<file path="src/rtl/bsf_pkg.sv">
package bsf_pkg;

    // Register address layout: status, control, then one data register per flag
    localparam int unsigned STATUS_OFS = 0;
    localparam int unsigned CTRL_OFS   = 1;
    localparam int unsigned DATA_OFS   = 2;

    typedef enum logic [1:0] {
        RK_NONE,
        RK_STATUS,
        RK_CTRL,
        RK_DATA
    } reg_kind_e;

    // Decoded bus operation carried between decode and datapath
    typedef struct packed {
        logic      stat_arm;   // status read that may arm flags
        logic      ctrl_wr;    // write of the control register
        reg_kind_e kind;       // which register is addressed
    } bus_op_t;

    function automatic reg_kind_e classify(input int unsigned a, input int unsigned n);
        if (a == STATUS_OFS)                   return RK_STATUS;
        if (a == CTRL_OFS)                     return RK_CTRL;
        if (a >= DATA_OFS && a < DATA_OFS + n) return RK_DATA;
        return RK_NONE;
    endfunction

endpackage

</file>
<file path="src/rtl/bsf_decode.sv">
module bsf_decode
    import bsf_pkg::*;
#(
    parameter int unsigned NUM_FLAGS = 4,
    parameter int unsigned ADDR_W    = 3,
    localparam int unsigned IDX_W    = (NUM_FLAGS > 1) ? $clog2(NUM_FLAGS) : 1
) (
    input  logic [ADDR_W-1:0]    addr,
    input  logic                 rd,
    input  logic                 wr,
    input  logic                 protect,
    output bus_op_t              op,
    output logic [NUM_FLAGS-1:0] clr_req,
    output logic [NUM_FLAGS-1:0] data_wr,
    output logic [IDX_W-1:0]     data_idx
);

    reg_kind_e kind;

    always_comb begin
        kind        = classify(32'(addr), NUM_FLAGS);
        op.kind     = kind;
        // A status read under protection must not arm anything
        op.stat_arm = rd && (kind == RK_STATUS) && !protect;
        op.ctrl_wr  = wr && (kind == RK_CTRL);
        data_idx    = IDX_W'(32'(addr) - DATA_OFS);
    end

    for (genvar i = 0; i < NUM_FLAGS; i++) begin : g_hit
        logic hit;
        assign hit        = (kind == RK_DATA) && (32'(addr) == 32'(DATA_OFS + i));
        // Second clear step: any access, blocked under protection
        assign clr_req[i] = hit && (rd || wr) && !protect;
        // Data register writes are always allowed
        assign data_wr[i] = hit && wr;
    end

endmodule

</file>
<file path="src/rtl/bsf_flag_slice.sv">
module bsf_flag_slice (
    input  logic clk,
    input  logic rst,
    input  logic set_pulse,
    input  logic arm_req,
    input  logic clr_req,
    output logic flag_q,
    output logic armed_q
);

    logic finish;
    logic flag_d;
    logic armed_d;

    always_comb begin
        finish = clr_req && armed_q;
        // A set pulse in the same cycle as a completing clear wins
        flag_d = set_pulse || (flag_q && !finish);
        if (finish)
            armed_d = 1'b0;              // sequence consumed
        else if (arm_req && flag_q)
            armed_d = 1'b1;              // only a set flag arms
        else
            armed_d = armed_q;           // kept through protection
    end

    always_ff @(posedge clk) begin
        if (rst) begin
            flag_q  <= 1'b0;
            armed_q <= 1'b0;
        end else begin
            flag_q  <= flag_d;
            armed_q <= armed_d;
        end
    end

endmodule

</file>
<file path="src/rtl/bsf_data_bank.sv">
module bsf_data_bank #(
    parameter int unsigned NUM_FLAGS = 4,
    parameter int unsigned DATA_W    = 8
) (
    input  logic                              clk,
    input  logic                              rst,
    input  logic [NUM_FLAGS-1:0]              wr_en,
    input  logic [DATA_W-1:0]                 wdata,
    output logic [NUM_FLAGS-1:0][DATA_W-1:0]  data_q
);

    for (genvar i = 0; i < NUM_FLAGS; i++) begin : g_reg
        always_ff @(posedge clk) begin
            if (rst)
                data_q[i] <= '0;
            else if (wr_en[i])
                data_q[i] <= wdata;
        end
    end

endmodule

</file>
<file path="src/rtl/brk_status_flags.sv">
module brk_status_flags
    import bsf_pkg::*;
#(
    parameter int unsigned NUM_FLAGS = 4,
    parameter int unsigned DATA_W    = 8,
    parameter int unsigned ADDR_W    = 3
) (
    input  logic                 clk,
    input  logic                 rst,
    input  logic                 brk_active,
    input  logic [NUM_FLAGS-1:0] set_evt,
    input  logic [ADDR_W-1:0]    reg_addr,
    input  logic                 reg_rd,
    input  logic                 reg_wr,
    input  logic [DATA_W-1:0]    reg_wdata,
    output logic [DATA_W-1:0]    reg_rdata,
    output logic                 flag_any
);

    localparam int unsigned IDX_W = (NUM_FLAGS > 1) ? $clog2(NUM_FLAGS) : 1;

    bus_op_t                            op;
    logic                               protect;
    logic                               clr_en_q;
    logic                               ctrl_wr;
    logic [NUM_FLAGS-1:0]               clr_req;
    logic [NUM_FLAGS-1:0]               data_wr;
    logic [IDX_W-1:0]                   data_idx;
    logic [NUM_FLAGS-1:0]               flags_q;
    logic [NUM_FLAGS-1:0]               armed_q;
    logic [NUM_FLAGS-1:0][DATA_W-1:0]   data_q;

    // Protection: halted and clearing not enabled
    assign protect = brk_active && !clr_en_q;
    assign ctrl_wr = op.ctrl_wr;

    bsf_decode #(.NUM_FLAGS(NUM_FLAGS), .ADDR_W(ADDR_W)) u_dec (
        .addr     (reg_addr),
        .rd       (reg_rd),
        .wr       (reg_wr),
        .protect  (protect),
        .op       (op),
        .clr_req  (clr_req),
        .data_wr  (data_wr),
        .data_idx (data_idx)
    );

    for (genvar i = 0; i < NUM_FLAGS; i++) begin : g_flag
        bsf_flag_slice u_slice (
            .clk       (clk),
            .rst       (rst),
            .set_pulse (set_evt[i]),
            .arm_req   (op.stat_arm),
            .clr_req   (clr_req[i]),
            .flag_q    (flags_q[i]),
            .armed_q   (armed_q[i])
        );
    end

    bsf_data_bank #(.NUM_FLAGS(NUM_FLAGS), .DATA_W(DATA_W)) u_bank (
        .clk    (clk),
        .rst    (rst),
        .wr_en  (data_wr),
        .wdata  (reg_wdata),
        .data_q (data_q)
    );

    // Clear-enable bit, protected by default after reset
    always_ff @(posedge clk) begin
        if (rst)
            clr_en_q <= 1'b0;
        else if (ctrl_wr)
            clr_en_q <= reg_wdata[0];
    end

    always_comb begin
        reg_rdata = '0;
        if (reg_rd) begin
            unique case (op.kind)
                RK_STATUS: reg_rdata = DATA_W'(flags_q);
                RK_CTRL:   reg_rdata = DATA_W'(clr_en_q);
                RK_DATA:   reg_rdata = data_q[data_idx];
                default:   reg_rdata = '0;
            endcase
        end
    end

    assign flag_any = |flags_q;

endmodule

</file>
<file path="config.mk">
export PLATFORM = sky130hd
export DESIGN_NAME = brk_status_flags
export DESIGN_NICKNAME = d
export VERILOG_FILES = /design/src/rtl/bsf_pkg.sv /design/src/rtl/bsf_decode.sv /design/src/rtl/bsf_flag_slice.sv /design/src/rtl/bsf_data_bank.sv /design/src/rtl/brk_status_flags.sv
export SDC_FILE = /design/constraint.sdc
export NUM_CORES = 1
export LEC_CHECK = 0
export ABC_AREA = 1
export BUFFER_PORTS_ARGS = -buffer_cell sky130_fd_sc_hd__buf_2
export CORE_MARGIN = 3
export CORE_UTILIZATION = 35
export CTS_CLUSTER_DIAMETER = 60
export DETAILED_ROUTE_END_ITERATION = 10
export SYNTH_ARGS = -nofsm -noshare
export SYNTH_HDL_FRONTEND = slang
export SYNTH_SLANG_ARGS = --single-unit
</file>
<file path="constraint.sdc">
create_clock -name clk -period 2.25 [get_ports clk]
set_input_delay 0 -clock clk [delete_from_list [all_inputs] [get_ports clk]]
set_output_delay 0 -clock clk [all_outputs]
set_load 0.01 [all_outputs]
</file>
== Word level (Yosys, flattened, before mapping) ==
Cells that the tools add are included.
Cells by class
  multiplexer cells: 16
  equality and inequality tests: 8
  multipliers: 0
  shifts and indexed selects: 0
  bitwise gates (word level): 0
  reduce and logical (&&, ||, !) cells: 50
  magnitude comparators: 3
  divide/modulo/power cells: 0
  add/subtract/negate cells: 1
Operator list (count)
  logical AND 1 bit: 33
  case mux 8 bit (3 select lines): 1
  binary-select mux 8 bit (select 2 bit): 1
  2-to-1 mux 8 bit: 2
  2-to-1 mux 2 bit: 6
  OR reduction 2 bit: 4
  equality test 3 x 2 -> 1 bit (second input constant): 2
  equality test 3 bit (second input constant): 2
  zero test 1 bit: 6
  2-to-1 mux 1 bit: 6
  logical OR 1 bit: 5
  equality test 2 bit (second input constant): 2
  OR reduction 4 bit: 1
  equality test 3 x 1 -> 1 bit (second input constant): 1
  greater-or-equal comparator 3 x 2 -> 1 bit (second input constant): 1
  zero test 3 bit: 1
  < comparator 2 x 3 -> 1 bit (second input constant): 1
  < comparator 3 bit (second input constant): 1
  equality test 2 x 1 -> 1 bit (second input constant): 1
  subtractor 2 bit (second input constant): 1
Word-level totals
  output and inout port bits: 9
  bits in read-only memories: 0
  memories kept: 0
  flip-flop bits (word level): 41
  bits in latches: 0
  word-level logic and storage cells: 91
  memory bits (writable): 0

== Logic depth before layout (Yosys ltp) ==
Gate-level depths: netlist of run 1.
  word-level depth: 16
  gate-level depth with buffers: 10

== Cells and area by module ==
Synthesis of run 1 repeated with hierarchy kept, for this count alone.
Unflattened totals
  cell total of the unflattened synthesis: 351
  area total of the unflattened synthesis: 2230.9 um^2
By module, submodules not included
  bsf_data_bank: instances 1, area each 1293.7 um^2, cells an instance 180
  brk_status_flags: instances 1, area each 494.2 um^2, cells an instance 101
  bsf_flag_slice: instances 4, area each 75.1 um^2, cells an instance 10
  bsf_decode: instances 1, area each 142.6 um^2, cells an instance 30

== Least setup slack after synthesis of run 1 ==
No wires, ideal clock.
  kind: in2reg
  from: in reg_addr[2]
  to: reg u_bank.data_q[16] in the netlist's numbering
  arrival: 1018 ps
  required time: 2137 ps
  path slack: 1120 ps
  stages on the path: 9
  setup time: 113 ps
  buffers on the path: 1
  cell sequence: inv_1 > ha_1 > inv_1 > nand2_1 > nor2_2 > nand2_2 > buf_6 > nor2_1 > nor2_1
Between the ends
  longest elaborated chain between the ends: 11
RTL lines
  from (decl): RTL line brk_status_flags.sv:12  | input logic [ADDR_W-1:0] reg_addr,
  greater-or-equal comparator 3 x 2 -> 1 bit or < comparator 3 bit (tied branches): RTL line bsf_pkg.sv:25  | if (a >= DATA_OFS && a < DATA_OFS + n) return RK_DATA;
  logical AND 1 bit: RTL line bsf_pkg.sv:25
  2-to-1 mux 1 bit (2 in a row): RTL line bsf_pkg.sv:25
  2-to-1 mux 1 bit: RTL line bsf_pkg.sv:24  | if (a == CTRL_OFS) return RK_CTRL;
  2-to-1 mux 2 bit: RTL line bsf_pkg.sv:26  | return RK_NONE;
  2-to-1 mux 2 bit: RTL line bsf_pkg.sv:25
  2-to-1 mux 2 bit: RTL line bsf_pkg.sv:24
  equality test 2 bit: RTL line bsf_decode.sv:31  | assign hit = (kind == RK_DATA) && (32'(addr) == 32'(DATA_OFS + i));
  logical AND 1 bit *: RTL line bsf_decode.sv:31
  logical AND 1 bit *: RTL line bsf_decode.sv:35  | assign data_wr[i] = hit && wr;
  to (signal, indexed assignment): RTL line bsf_data_bank.sv:17  | data_q[i] <= wdata;
  to (decl): RTL line bsf_data_bank.sv:9  | output logic [NUM_FLAGS-1:0][DATA_W-1:0] data_q
Mark *: on every way between the ends. The rest lies on a longest branch, timed or not. The select of a mux whose other input is x is not followed.
A chain may end at the register's enable or synchronous reset.

==> results of run 1 <==
-- layout make-up --
class / count / area (sq um) / share of cell area [%]
multi-input combinational: 259 / 1080 / 43.7
sequential: 41 / 821 / 33.2
timing repair buffer: 35 / 205 / 8.30
inverter: 50 / 188 / 7.59
tap: 75 / 93.8 / 3.79
clock buffer: 7 / 86.3 / 3.49
-- per-stage QoR --
step | instance area, sq um | util, %
after detailed placement | 2340 | 39.2
after CTS | 2470 | 41.5
after global placement | 2340 | 39.2
after floorplan | 2170 | -
final | 2470 | 41.5
after global routing | 2470 | 41.5
-- placed cells by master (no fill, tap or decap), types with 2 or more instances in the layout --
cell type      instances
nor2_1                73
nand2_2                4
nand3_1               32
clkbuf_8               6
dlygate4sd3_1          5
nor2_2                 3
dfxtp_1               41
a21oi_1                8
nand2_1              130
buf_4                  2
buf_2                 28
inv_1                 48
a31oi_1                4
ha_1                   2
-- cells by family (layout without fill, tap and decap cells) --
group / count (synthesis) / count (layout) / share of synthesized area (%)
adder cells (fa/ha/maj): 2 / 2 / 1.16
AO/OA/AOI/OAI: 12 / 12 / 3.00
AND/OR/NAND/NOR: 245 / 245 / 45.7
buffers and inverters: 61 / 92 / 12.2
flip-flops: 41 / 41 / 37.9
-- worst paths after layout --
kind                                      start                                endpoint  cells after the start
setup reg to reg          clr_en_q$_SDFFE_PP0P_  g_flag[2].u_slice.armed_q$_SDFFE_PP0P_                      6
hold reg to reg   u_bank.data_q[3]$_SDFFE_PP0P_           u_bank.data_q[3]$_SDFFE_PP0P_                      2
setup / recovery                            rst          u_bank.data_q[29]$_SDFFE_PP0P_                      6
hold / removal                     reg_wdata[6]          u_bank.data_q[30]$_SDFFE_PP0P_                      3
-- power by group through the flow --
stage	logic, mW	clock network (mW)	registers, mW
after floorplan	0.116	0	0.772
after global placement	0.175	0	0.775
after detailed placement	0.176	0	0.775
after CTS	0.184	0.514	0.758
after global routing	0.210	0.539	0.761
final	0.182	0.497	0.758
-- worst max-delay path, cell delays in order --
cell           delay (ns)
dlygate4sd3_1        0.52
buf_2                0.20
clkinv_1             0.53
buf_4                0.41
nand2_1              0.09
nor2_1               0.04
-- flip-flops by register name, summed over array words and instances, names as in the netlist --
name / cells
g_flag.u_slice.flag_q: 4
g_flag.u_slice.armed_q: 4
clr_en_q: 1
u_bank.data_q: 32
-- per-layer routing --
layer / share of wire (%) / wire length, um / vias up / GRT usage (%)
li1: - / - / 1141 / -
met3: 3.3 / 175 / 5 / 2.55
met1: 51 / 2760 / 945 / 22.2
met5: 0 / 0 / - / 0
met4: 0.89 / 48 / 0 / 4.75
met2: 45 / 2390 / 26 / 25.6
==> summary by stage, run 1 <==
Run status
The flow ran to the end, and the final reports show no timing, DRC or antenna violations.

Final layout
The final layout contains about 410 nets. The area added between synthesis and finish is 14.2%. Of the cells placed in the final design, the portion with a size suffix greater than 1 is a little under an eighth.

The number of antenna repair diodes is 0. The finished layout holds about 470 standard cells, fillers aside. Counting the fill cells in the layout gives 700.

Logic synthesis
During synthesis, Yosys emitted a total of 0 warnings. The cell taking the most area after synthesis is dfxtp_1. The net count after synthesis is around 380. The most used flip-flop cell after synthesis is dfxtp_1.

The async set-reset flop share out of synthesis is 0%. By count the netlist is led by nand2_1 (130), nor2_1 (73), inv_1 (48). The share of the synthesized area in the top cell type is 37.9%. In this run the mean area of a mapped cell was ~6 sq um. nand2_1 is the most common cell in the netlist.

The number of storage elements in the synthesis netlist is slightly above 40. Yosys attributes the largest share of cell area to dfxtp_1 (38%), nand2_1 (23%), nor2_1 (13%). The register area share after synthesis is a little under two fifths.

The count of mapped cells out of synthesis is around 360. Yosys mapped a number of flops with a built-in enable equal to 0. The unique cell type count in the Yosys netlist is 19. The cell area after synthesis is 2170 sq um.

Placement
The placer congestion estimate is between 0.8 and 0.9. During placement, the flow inserted port buffers numbering 28. In this run, placement finished with an instance count of ~460. OpenSTA, run right after detailed placement, puts the worst setup slack at approximately 0.77 ns.

Detailed placement ended at an HPWL of around 4000 um.

STA
The setup violation total in the final timing report is 0. The final hold slack is around 0.02 ns. Adding up every negative setup slack in the final design gives 0 ns. The hold violation count in the final report is 0. The count of final max-slew check failures is 0. The final critical delay including setup and external delays is between 1.5 and 2 ns.

The maximum achievable frequency is 621 MHz. Setup repair after global routing left no endpoint under its margin. The worst clock skew on the final layout is around 0.0053 ns. The final critical-path setup slack is approximately 0.64 ns. The transition time at the pin with the least slew margin is between 0.6 and 0.7 ns.

The worst relative slew slack is approximately three fifths. The share of the clock period used by the worst path after layout is between 70% and 80%.

GRT
The first global-routing pass estimated between 9000 and 10000 um of wire. The number of global-route vias before repair was ~2000. Entering global routing, the biggest net connects 24 pins. The global-route congestion overflow total is 0.

The overall fraction of global-route tracks in use is 16.0%. The initial antenna violation count is 0.

Drt
The total wire length after detailed routing is between 5000 and 6000 um. In the routed design, unresolved DRC markers number 0. After detailed routing, the number of vias per cell comes to roughly 4.5. The count of vias placed by the detailed router is between 2000 and 2500. The count of routing violations after the opening detailed-route iteration is around 100.

The count of TritonRoute iterations in the first routing pass is 4. The routed wirelength normalized by instance count is ~12 um. In this run the remaining antenna-violating nets after routing total 0.

Clock tree
Clock-pin slew was measured on the worst setup and hold paths at 0.08 ns. The post-CTS setup buffer count is 0. The clock passes through at most 2 buffers. The clock sink total is 41.

The post-cts gate resize count is 0. TritonCTS built the clock tree. The clock insertion delay at the later pin of the skew report is 0.29 ns. The number of CTS-inserted buffers is 5. The clock tree root driver cell is clkbuf_8.

The number of levels in the clock H-tree is 2. The quantity of hold-fixing buffers added after cts is 5.

Worst setup path
The endpoint class of the critical path is a flop. The critical path startpoint category is a primary input. The required time of the worst setup path is between 2 and 2.5 ns. The arrival time reported for the critical path endpoint is approximately 1.8 ns. The reg-to-reg setup timing slack is between 1 and 1.5 ns. The category of the critical setup timing path is primary input to flop. The largest fanout on the critical path is 23.

Floorplan
The die is approximately 85 um tall. The number of placement rows is 28. 29 I/O pins were placed. The initial core utilization is between 30 and 40%. The core area is between 5000 and 6000 sq um.

The floorplan step defined a die boundary enclosing between 7000 and 8000 sq um. The width of the die is 84.7 um.

Power and ir drop
VDD sags by at most about 0.00025 V. For this design the ratio of total power to cell area is between 500 and 600 nW/um^2. The overall power is between 1 and 1.5 mW. The share of total power dissipated in the clock network is 34.6%. The switching power as a share of total power is about 27%.

The net load switching power is approximately 0.39 mW. The internal power of the cells totals between 1 and 1.5 mW. The share of total power dissipated in combinational logic is between 10% and 20%.

The leakage component of the power is between 1 and 1.5 nW. Per report_power, the sequential group accounts for a little over half of the total.

Hold path
The worst hold path class is primary input to flop.

Job
The total of max-cap violations is 0.
(Power assumes the default switching activity.)
==> inputs of run 2 (changes only) <==
clock period = 1.4 ns   (was 2.25 ns; I/O delays follow)
==> run 2 against run 1 <==
Global-route usage increased by 0.74 points. Final cell count rose by 1.5%. Non-clock buffer count up 6. Worst setup slack worse by 0.53 ns. First-iteration DRC count is 8.7% higher. Clock skew is 0.0014 ns lower. Sequential share of layout area decreased by 1.1 points. Design area grew 3.5%.
==> summary by stage, run 2 (same netlist as run 1, synthesis figures left out) <==
Run status
The flow ran to the end, and the final reports show no timing, DRC or antenna violations.

STA
The maximum achievable frequency is between 700 and 800 MHz. The share of the clock period used by the worst path after layout is just over 90%. Setup repair after global routing left no endpoint under its margin. The final critical delay including setup and external delays is ~1.3 ns.

After routing, the total negative slack on setup checks comes to 0 ns. Setup violations remaining at the end of the flow were counted as 0. For the pin with the worst max-slew slack, the measured transition is approximately 0.36 ns. The hold violation count in the final report is 0. The worst relative slew slack is between 70% and 80%. The final critical-path setup slack is 0.105 ns. Between clock sinks in the finished design, the worst skew comes to between 0.003 and 0.004 ns. The count of final max-slew check failures is 0.

Final layout
The sequential cell area in the final layout is 821 sq um. u_bank.data_q holds more flip-flops than any other register. The final instance area is 2560 sq um.

The number of flip-flops under the largest register name is 32. The most frequent standard cell in the layout excluding fill and tap cells is nand2_1. The number of antenna diodes in the final layout is 0. The multi-input logic area is 1090 sq um.

The area growth from synthesis to layout is 18.3%. In the final layout, the registers with the most flip-flops are u_bank.data_q: 32 flops, g_flag.u_slice.armed_q: 4 flops, g_flag.u_slice.flag_q: 4 flops. In the final design database the tool counted between 400 and 500 nets. The post-route netlist has ~14% of its cells at a drive strength greater than 1. Counting the fill cells in the layout gives 668.

The library cells used most frequently in the layout, excluding fill and tap cells, are nand2_1 (130), nor2_1 (73), inv_1 (47).

Placement
The count of buffers added on input and output ports is 28. Routability-driven placement finished with a final weighted congestion of a little under 0.9. The sum of net half-perimeters after detailed placement is about 4000 um. The post-placement setup slack is -0.00200 ns. The area after detailed placement is around 2400 sq um.

Clock tree
The clock tree synthesis step divided the H-tree into 2 levels. The clock insertion delay at the later pin of the skew report is 0.30 ns. The CTS tree is yes. The clock sink total is 41.

After clock tree synthesis, the clock-pin slew on the worst setup and hold paths is around 0.080 ns. The number of CTS-inserted buffers is 5. The clock tree root driver cell is clkbuf_8. No sink is reached through more buffers than the 2 on the longest clock path.

Drt
The number of DRC violations after detailed routing is 0. For this block, the via count after detailed routing is 2121. The total wire length after detailed routing is 5550 um.

After detailed routing, the average wire length per cell comes to between 10 and 15 um. The count of TritonRoute iterations in the first routing pass is 4. After detailed routing, the number of vias per cell comes to between 4 and 5.

The final antenna-violating net count is 0. In this run, the number of DRC markers left after iteration 0 of detailed routing was 113.

Worst setup path
The standard cell with the maximum stage delay on the critical path is ha_1. The worst setup path is launched from a primary input. STA puts the critical path data required time at around 1.4 ns. The buffers plus inverters on the worst setup path is 4.

Along the worst path, the maximum fanout reaches 4. The critical path goes through buf_2 -> inv_1 -> ha_1 -> inv_1 -> nand2_1 -> or2_4 -> a31oi_1 -> buf_2. Data arrives at the worst endpoint at ~1.3 ns. The endpoint class of the critical path is a primary output. In this design, the stage delay of the slowest critical-path cell is approximately 0.28 ns. The family of cells with the greatest summed delay on the critical path is buffers and inverters.

The category of the critical setup timing path is primary input to primary output.

GRT
The maximum number of pins on one net before global-route repair is 33. The initial antenna violation count is 0. The number of global-route vias before repair is roughly 2000.

The overall fraction of global-route tracks in use is between 15 and 20%. The total overflow left after global routing is 0. The wire length of the first global-routing pass is approximately 9500 um.

Floorplan
The initial core utilization is ~36%. The die outline area is slightly above 7000 sq um. From bottom edge to top edge, the die measures ~85 um. The total I/O pin count is 29. From left edge to right edge, the die measures 84.7 um. The total area inside the core boundary comes to roughly 6000 sq um. After floorplanning, the core was divided into 28 placement rows.

Hold path
The worst hold path class is primary input to flop.

Power and ir drop
IR analysis of the VDD net gives a maximum drop of about 0.00053 V. The overall power is 2.54 mW. The leakage component of the power is between 1 and 1.5 nW. In this run the power density over the cells is 992 nW/um^2.

Job
Max-cap violations in this run came to 0.
==> run 2: cell types whose count changed in the layout (fill, tap and decap cells not counted) <==
cell,previous run,this run
or2_4,0,1
bufinv_16,0,1
or2_2,1,0
buf_4,2,9
dlygate4sd3_1,5,4
inv_1,48,47
inv_2,1,2
a31oi_2,0,2
a31oi_1,4,2
==> run 2: repair_timing <==
action                                  CTS  global route
setup buffers                             0             0
gates resized for setup                   1             3
hold endpoints to repair                  4             0
endpoints found under the setup margin    4             7
hold buffers                              4             0
==> run 2: per-stage QoR <==
stage	hold slack, ns	std cells	util, %
final	0.00977	474	43.0
after global routing	0.0207	474	43.0
after CTS	0.00987	474	42.8
after global placement	0.196	462	40.1
after floorplan	0.110	361	-
after detailed placement	0.201	462	40.1
==> run 2: routing by layer <==
metal | wire length [um] | global-route usage (%) | vias up
li1 | - | - | 1148
met1 | 2730 | 22.6 | 929
met2 | 2500 | 27.0 | 37
met3 | 224 | 3.04 | 7
met4 | 83 | 5.32 | 0
met5 | 0 | 0 | -
==> run 2: worst reg2reg max path: stages (launching register included) <==
cell and delay (ns):
dfxtp_1 0.34, inv_1 0.06, nand2_1 0.20, nand3_1 0.18, nor2_1 0.12, nor2_1 0.05, nor2_1 0.08
==> run 2: path summary, 6_finish.rpt <==
check                           cells after the start                     startpoint                                      to  slack, ns
worst max-delay path                                8                    reg_addr[2]                            reg_rdata[4]       0.10
worst min-delay path                                3                   reg_wdata[3]          u_bank.data_q[11]$_SDFFE_PP0P_       0.01
worst max register to register                      6          clr_en_q$_SDFFE_PP0P_  g_flag[1].u_slice.armed_q$_SDFFE_PP0P_       0.33
worst min register to register                      2  u_bank.data_q[1]$_SDFFE_PP0P_           u_bank.data_q[1]$_SDFFE_PP0P_       0.47
==> run 2: cell type report <==
cell class,instances,share of cell area (%)
Multi-Input combinational cell,259,42.7
Tap cell,75,3.66
Clock inverter,1,1.17
Timing Repair Buffer,41,9.67
Inverter,50,7.33
Sequential cell,41,32.0
Clock buffer,7,3.37
==> run 2: where the power goes <==
part           internal (mW)  switching, mW
Combinational          0.113          0.201
Clock                  0.582          0.425
Sequential              1.20         0.0192
Total                   1.89          0.646
